===== src/rtl/keyelim_pkg.sv =====
package keyelim_pkg;
  localparam int KEY_W   = 8;
  localparam int NUM_HYP = 1 << KEY_W;
  localparam int CNT_W   = KEY_W + 1;

  function automatic logic [7:0] gf_mul(input logic [7:0] a, input logic [7:0] b);
    logic [7:0] acc;
    logic [7:0] x;
    acc = 8'h00;
    x   = a;
    for (int i = 0; i < 8; i++) begin
      if (b[i]) acc = acc ^ x;
      x = x[7] ? ((x << 1) ^ 8'h1B) : (x << 1);
    end
    return acc;
  endfunction

  // inverse as x^254 (0 maps to 0), followed by the affine map
  function automatic logic [7:0] fwd_sbox(input logic [7:0] v);
    logic [7:0] sq;
    logic [7:0] inv;
    logic [7:0] r;
    sq  = v;
    inv = 8'h01;
    for (int i = 1; i < 8; i++) begin
      sq  = gf_mul(sq, sq);
      inv = gf_mul(inv, sq);
    end
    r = inv ^ {inv[6:0], inv[7]} ^ {inv[5:0], inv[7:6]}
            ^ {inv[4:0], inv[7:5]} ^ {inv[3:0], inv[7:4]} ^ 8'h63;
    return r;
  endfunction
endpackage


===== src/rtl/keyelim_sbox.sv =====
module keyelim_sbox
  import keyelim_pkg::*;
(
  input  logic [KEY_W-1:0] din,
  output logic [KEY_W-1:0] dout
);
  always_comb dout = fwd_sbox(din);
endmodule


===== src/rtl/keyelim_survivors.sv =====
module keyelim_survivors
  import keyelim_pkg::*;
#(
  parameter int N = NUM_HYP,
  localparam int IW = $clog2(N)
) (
  input  logic          clk,
  input  logic          rst_n,
  input  logic          fill,
  input  logic          kill,
  input  logic [IW-1:0] idx,
  output logic [N-1:0]  alive
);
  for (genvar g = 0; g < N; g++) begin : g_bit
    always_ff @(posedge clk or negedge rst_n) begin
      if (!rst_n)                               alive[g] <= 1'b1;
      else if (fill)                            alive[g] <= 1'b1;
      else if (kill && (idx == IW'(g)))         alive[g] <= 1'b0;
    end
  end
endmodule


===== src/rtl/keyelim_tally.sv =====
module keyelim_tally
  import keyelim_pkg::*;
(
  input  logic             clk,
  input  logic             rst_n,
  input  logic             fill,
  input  logic             kill,
  input  logic             keep,
  input  logic [KEY_W-1:0] idx,
  output logic [CNT_W-1:0] count,
  output logic [KEY_W-1:0] last_keep
);
  always_ff @(posedge clk or negedge rst_n) begin
    if (!rst_n) begin
      count     <= CNT_W'(NUM_HYP);
      last_keep <= '0;
    end else if (fill) begin
      count     <= CNT_W'(NUM_HYP);
      last_keep <= '0;
    end else if (kill) begin
      count     <= count - 1'b1;
    end else if (keep) begin
      last_keep <= idx;
    end
  end
endmodule


===== src/rtl/keyelim_engine.sv =====
module keyelim_engine
  import keyelim_pkg::*;
(
  input  logic             clk,
  input  logic             rst_n,
  input  logic             start,
  input  logic             obs_valid,
  output logic             obs_ready,
  input  logic [KEY_W-1:0] obs_pt,
  input  logic             obs_msb,
  output logic [CNT_W-1:0] survivors,
  output logic             done,
  output logic             error,
  output logic [KEY_W-1:0] key_out
);
  logic               busy;
  logic [KEY_W-1:0]   hyp;
  logic [KEY_W-1:0]   pt_q;
  logic               msb_q;
  logic [NUM_HYP-1:0] alive_mask;
  logic [KEY_W-1:0]   pred;
  logic               accept, fill, cur_alive, match, kill, keep;

  assign obs_ready = !busy;
  assign accept    = obs_valid && obs_ready;
  assign fill      = start && !busy;

  always_ff @(posedge clk or negedge rst_n) begin
    if (!rst_n) begin
      busy  <= 1'b0;
      hyp   <= '0;
      pt_q  <= '0;
      msb_q <= 1'b0;
    end else if (accept) begin
      busy  <= 1'b1;
      hyp   <= '0;
      pt_q  <= obs_pt;
      msb_q <= obs_msb;
    end else if (busy) begin
      hyp <= hyp + 1'b1;
      if (hyp == KEY_W'(NUM_HYP - 1)) busy <= 1'b0;
    end
  end

  keyelim_sbox u_sbox (.din(pt_q ^ hyp), .dout(pred));

  assign cur_alive = alive_mask[hyp];
  assign match     = (pred[KEY_W-1] == msb_q);
  assign kill      = busy && cur_alive && !match;
  assign keep      = busy && cur_alive && match;

  keyelim_survivors #(.N(NUM_HYP)) u_surv (
    .clk(clk), .rst_n(rst_n), .fill(fill), .kill(kill), .idx(hyp), .alive(alive_mask)
  );

  keyelim_tally u_tally (
    .clk(clk), .rst_n(rst_n), .fill(fill), .kill(kill), .keep(keep), .idx(hyp),
    .count(survivors), .last_keep(key_out)
  );

  assign done  = !busy && (survivors == CNT_W'(1));
  assign error = (survivors == '0);
endmodule


===== config.mk =====
export PLATFORM = sky130hd
export DESIGN_NAME = keyelim_engine
export DESIGN_NICKNAME = d
export VERILOG_FILES = /design/src/rtl/keyelim_pkg.sv /design/src/rtl/keyelim_sbox.sv /design/src/rtl/keyelim_survivors.sv /design/src/rtl/keyelim_tally.sv /design/src/rtl/keyelim_engine.sv
export SDC_FILE = /design/constraint.sdc
export NUM_CORES = 1
export LEC_CHECK = 0
export BUFFER_PORTS_ARGS = -buffer_cell sky130_fd_sc_hd__buf_2
export CAP_MARGIN = 20
export CORE_UTILIZATION = 30
export DETAILED_ROUTE_END_ITERATION = 7
export MAX_ROUTING_LAYER = met4
export PLACE_DENSITY_LB_ADDON = 0.25
export SLEW_MARGIN = 10
export SYNTH_ARGS = -nofsm -noshare
export SYNTH_HDL_FRONTEND = slang
export SYNTH_SLANG_ARGS = --single-unit
export TNS_END_PERCENT = 10

===== constraint.sdc =====
create_clock -name clk -period 20.3 [get_ports clk]
set_input_delay 4.06 -clock clk [delete_from_list [all_inputs] [get_ports clk]]
set_output_delay 4.06 -clock clk [all_outputs]
set_load 0.05 [all_outputs]

==> results.sh <==
export IMPL_detail_route_drc_violations=0
export IMPL_grt_remaining_overflow=0
export IMPL_met1_usage_in_global_routing_pct=26.8
export IMPL_tritoncts_num_buffers=35
export IMPL_run_status="finished, final reports clean"
export IMPL_data_arrival_time_at_the_worst_slack_endpoint_ps=19120
export IMPL_routed_via_count=24500
export IMPL_tritoncts="built"
export IMPL_finalClockSkew_ps=17.4
export IMPL_synth_sequential_area_ratio_pct=26.4
export IMPL_cts_hold_buffers=0
export IMPL_postCtsSetupBuffers=0
export IMPL_drtIter0Drc=2650
export IMPL_cts_root_buf="sky130_fd_sc_hd__clkbuf_16"
export IMPL_syn_to_final_growth_pct=8.88
export IMPL_post_route_cells_drive_above_1_share_pct=20.9
export IMPL_critPathCaptureType="register"
export IMPL_worst_skew_pair_late_latency_ps=540
export IMPL_setup_violations=0
export IMPL_port_buffers=32
export IMPL_synth_nets=3269
export IMPL_ff2ff_setup_slack_ps=1640
export IMPL_die_height_um=312
export IMPL_drt_antenna_violating_nets=0
export IMPL_timing_max_transition_violations_final=0
export IMPL_largest_stage_delay_worst_path_ps=650
export IMPL_async_flop_share_pct=100
export IMPL_grt_total_usage_pct=18.6
export IMPL_syn_inst=3243
export IMPL_crit_path_category="reg2reg"
export IMPL_detailedPlacementHpwl_um=60000
export IMPL_synth_top_cell_by_area="sky130_fd_sc_hd__dfstp_2"
export IMPL_avgRoutedWirePerCell_um=20.3
export IMPL_diodes=0
export IMPL_final_fill_count=9829
export IMPL_clkSinkCount=291
export IMPL_max_freq_ghz=0.0536
export IMPL_synth_most_common_cell="sky130_fd_sc_hd__nor2_1"
export IMPL_starting_density_of_the_core_pct=30.3
export IMPL_die_area_mm2=0.0971
export IMPL_timing_critical_path_fanout_max=88
export IMPL_first_global_vias=23700
export IMPL_finalNetCount=3164
export IMPL_post_route_min_period_ps=18660
export IMPL_die_width_um=312
export IMPL_grt_met3_usage_pct=1.57
export IMPL_cts_htree_levels=2
export IMPL_wirelength_um=89900
export IMPL_gpl_final_weighted_congestion=0.898
export IMPL_critical_path_top_cell_by_count="sky130_fd_sc_hd__xnor3_1"
export IMPL_drt_vias_per_instance=5.54
export IMPL_synthesis_area_mm2=0.0288
export IMPL_yosysTopAreaCellShare_pct=23.5
export IMPL_cts_clk_slew_worst_paths_ps=60
export IMPL_yosysUniqueCellTypes=104
export IMPL_worst_hold_path_type="reg2reg"
export IMPL_busiest_layer="met2"
export IMPL_list_of_most_frequent_post_synthesis_cells="527 x sky130_fd_sc_hd__nor2_1, 383 x sky130_fd_sc_hd__xnor2_1, 274 x sky130_fd_sc_hd__nand2_1, 257 x sky130_fd_sc_hd__dfstp_2, 151 x sky130_fd_sc_hd__clkbuf_1"
export IMPL_yosys_warnings=0
export IMPL_synth_edff_count=0
export IMPL_post_cts_resized_instances=0
export IMPL_row_count=113
export IMPL_period_share_pct=91.9
export IMPL_hold_viol_final=0
export IMPL_crit_path_start_kind="register"
export IMPL_initial_antenna_violation_count=0
export IMPL_clock_tree_buffer_depth=3
export IMPL_placeableCoreArea_mm2=0.0950
export IMPL_ys_flop_type="sky130_fd_sc_hd__dfstp_2"
export IMPL_required_ps=20760
export IMPL_pin_count=33
export IMPL_drt_pre_antenna_iters=5
export IMPL_worst_slew_slack_as_a_fraction_of_its_limit_pct=29.8
export IMPL_grt_met2_usage_pct=28.6
export IMPL_crit_slowest_cell="sky130_fd_sc_hd__a2111oi_0"
export IMPL_grt_first_pass_wirelength_um=143000
export IMPL_grt_max_degree=93
export IMPL_worstMarginPinSlew_ps=1050
export IMPL_setup_tns_final_ps=0
export IMPL_synthesis_area_per_instance_um2=8.87
export IMPL_flops_latches_synth=291
export IMPL_maxCapViolCount=0
export IMPL_rsz0062_at_grt="no"
export IMPL_main_area_contributors_after_synthesis="sky130_fd_sc_hd__dfstp_2 23%, sky130_fd_sc_hd__xnor2_1 12%, sky130_fd_sc_hd__nor2_1 6.9%"
area by class of cell:
type,count,area [um^2],share of cell area (%)
clock buffers,54,998,3.19
inverters,39,146,0.468
well taps,1265,1580,5.05
flip-flops and latches,291,7610,24.3
multi-input cells,2641,19900,63.7
clock inverters,9,91.3,0.292
repair buffers,130,931,2.97
through the flow:
stage	instances	utilization, %	instance area, um^2	hold WS [ps]	worst slack (ps)
floorplan	3243	-	28800	467	4300
global placement	4364	31.8	30200	486	2100
detailed placement	4365	31.8	30200	490	1750
CTS	4428	32.9	31300	498	1710
global route	4429	33.0	31300	506	332
finish	4429	33.0	31300	497	1640
sequential cells by signal (all words and copies together) (netlist names):
signal             count
pt_q                   8
u_surv.alive         256
busy                   1
hyp                    8
u_tally.count          9
msb_q                  1
u_tally.last_keep      8
logic make-up after synthesis:
logic type,after synthesis,synth area share [%]
muxes,159,9.31
buffers and inverters,311,4.75
AOI/OAI and AO/OA,710,17.3
and+or+nand+nor,1152,17.7
adders and majority gates,13,0.566
DFF,291,26.4
xor gates and xnor gates,607,23.9
worst max-delay path, delay by kind of cell (launching register included):
kind / cells / cell delay, ps
XOR/XNOR: 20 / 7770
flip-flops: 1 / 600
AO/OA/AOI/OAI: 16 / 5050
AND/OR/NAND/NOR: 11 / 2110
multiplexers: 2 / 490
buffers and inverters: 5 / 1460
adder cells (fa/ha/maj): 2 / 990
routing by layer:
metal	wire length, um	vias to the layer above
li1	-	11500
met1	42500	12200
met2	41700	716
met3	4190	114
met4	1570	0
met5	0	-
cell usage in the layout, fill, tap and decap left out, drive strengths merged, types with 10 or more instances in the layout:
cell type | netlist | routed
mux2i | 53 | 53
a32oi | 12 | 12
xor2 | 108 | 108
xnor3 | 77 | 77
nand2 | 274 | 274
a31oi | 103 | 103
o32ai | 12 | 12
dfrtp | 34 | 34
or2 | 10 | 10
nand4 | 69 | 69
ha | 13 | 13
nor3 | 63 | 63
nand2b | 10 | 10
mux2 | 22 | 22
nor4 | 17 | 17
a41oi | 103 | 103
o211ai | 17 | 17
o21ai | 111 | 111
a211oi | 24 | 24
mux4 | 84 | 84
nand3 | 107 | 107
o22ai | 37 | 37
xnor2 | 415 | 415
clkbuf | 151 | 54
dfstp | 257 | 257
inv | 37 | 39
and3 | 19 | 19
nor2 | 532 | 532
and2 | 16 | 16
buf | 121 | 130
a21oi | 103 | 103
or3 | 13 | 13
a21o | 80 | 80
a22oi | 11 | 11
path summary, 6_finish.rpt:
path / startpoint / endpoint / depth (start not counted)
setup / recovery: hyp[7] / u_surv.alive[146] / 56
hold / removal: u_surv.alive[127] / u_surv.alive[127] / 2
setup reg to reg: hyp[7] / u_surv.alive[146] / 56
hold reg to reg: u_surv.alive[127] / u_surv.alive[127] / 2
max in group asynchronous: rst_n / hyp[0] / 3
min in group asynchronous: rst_n / hyp[2] / 1
Power is not shown: default switching activity piles up to over one toggle a cycle in this logic, so the estimate is an artifact.
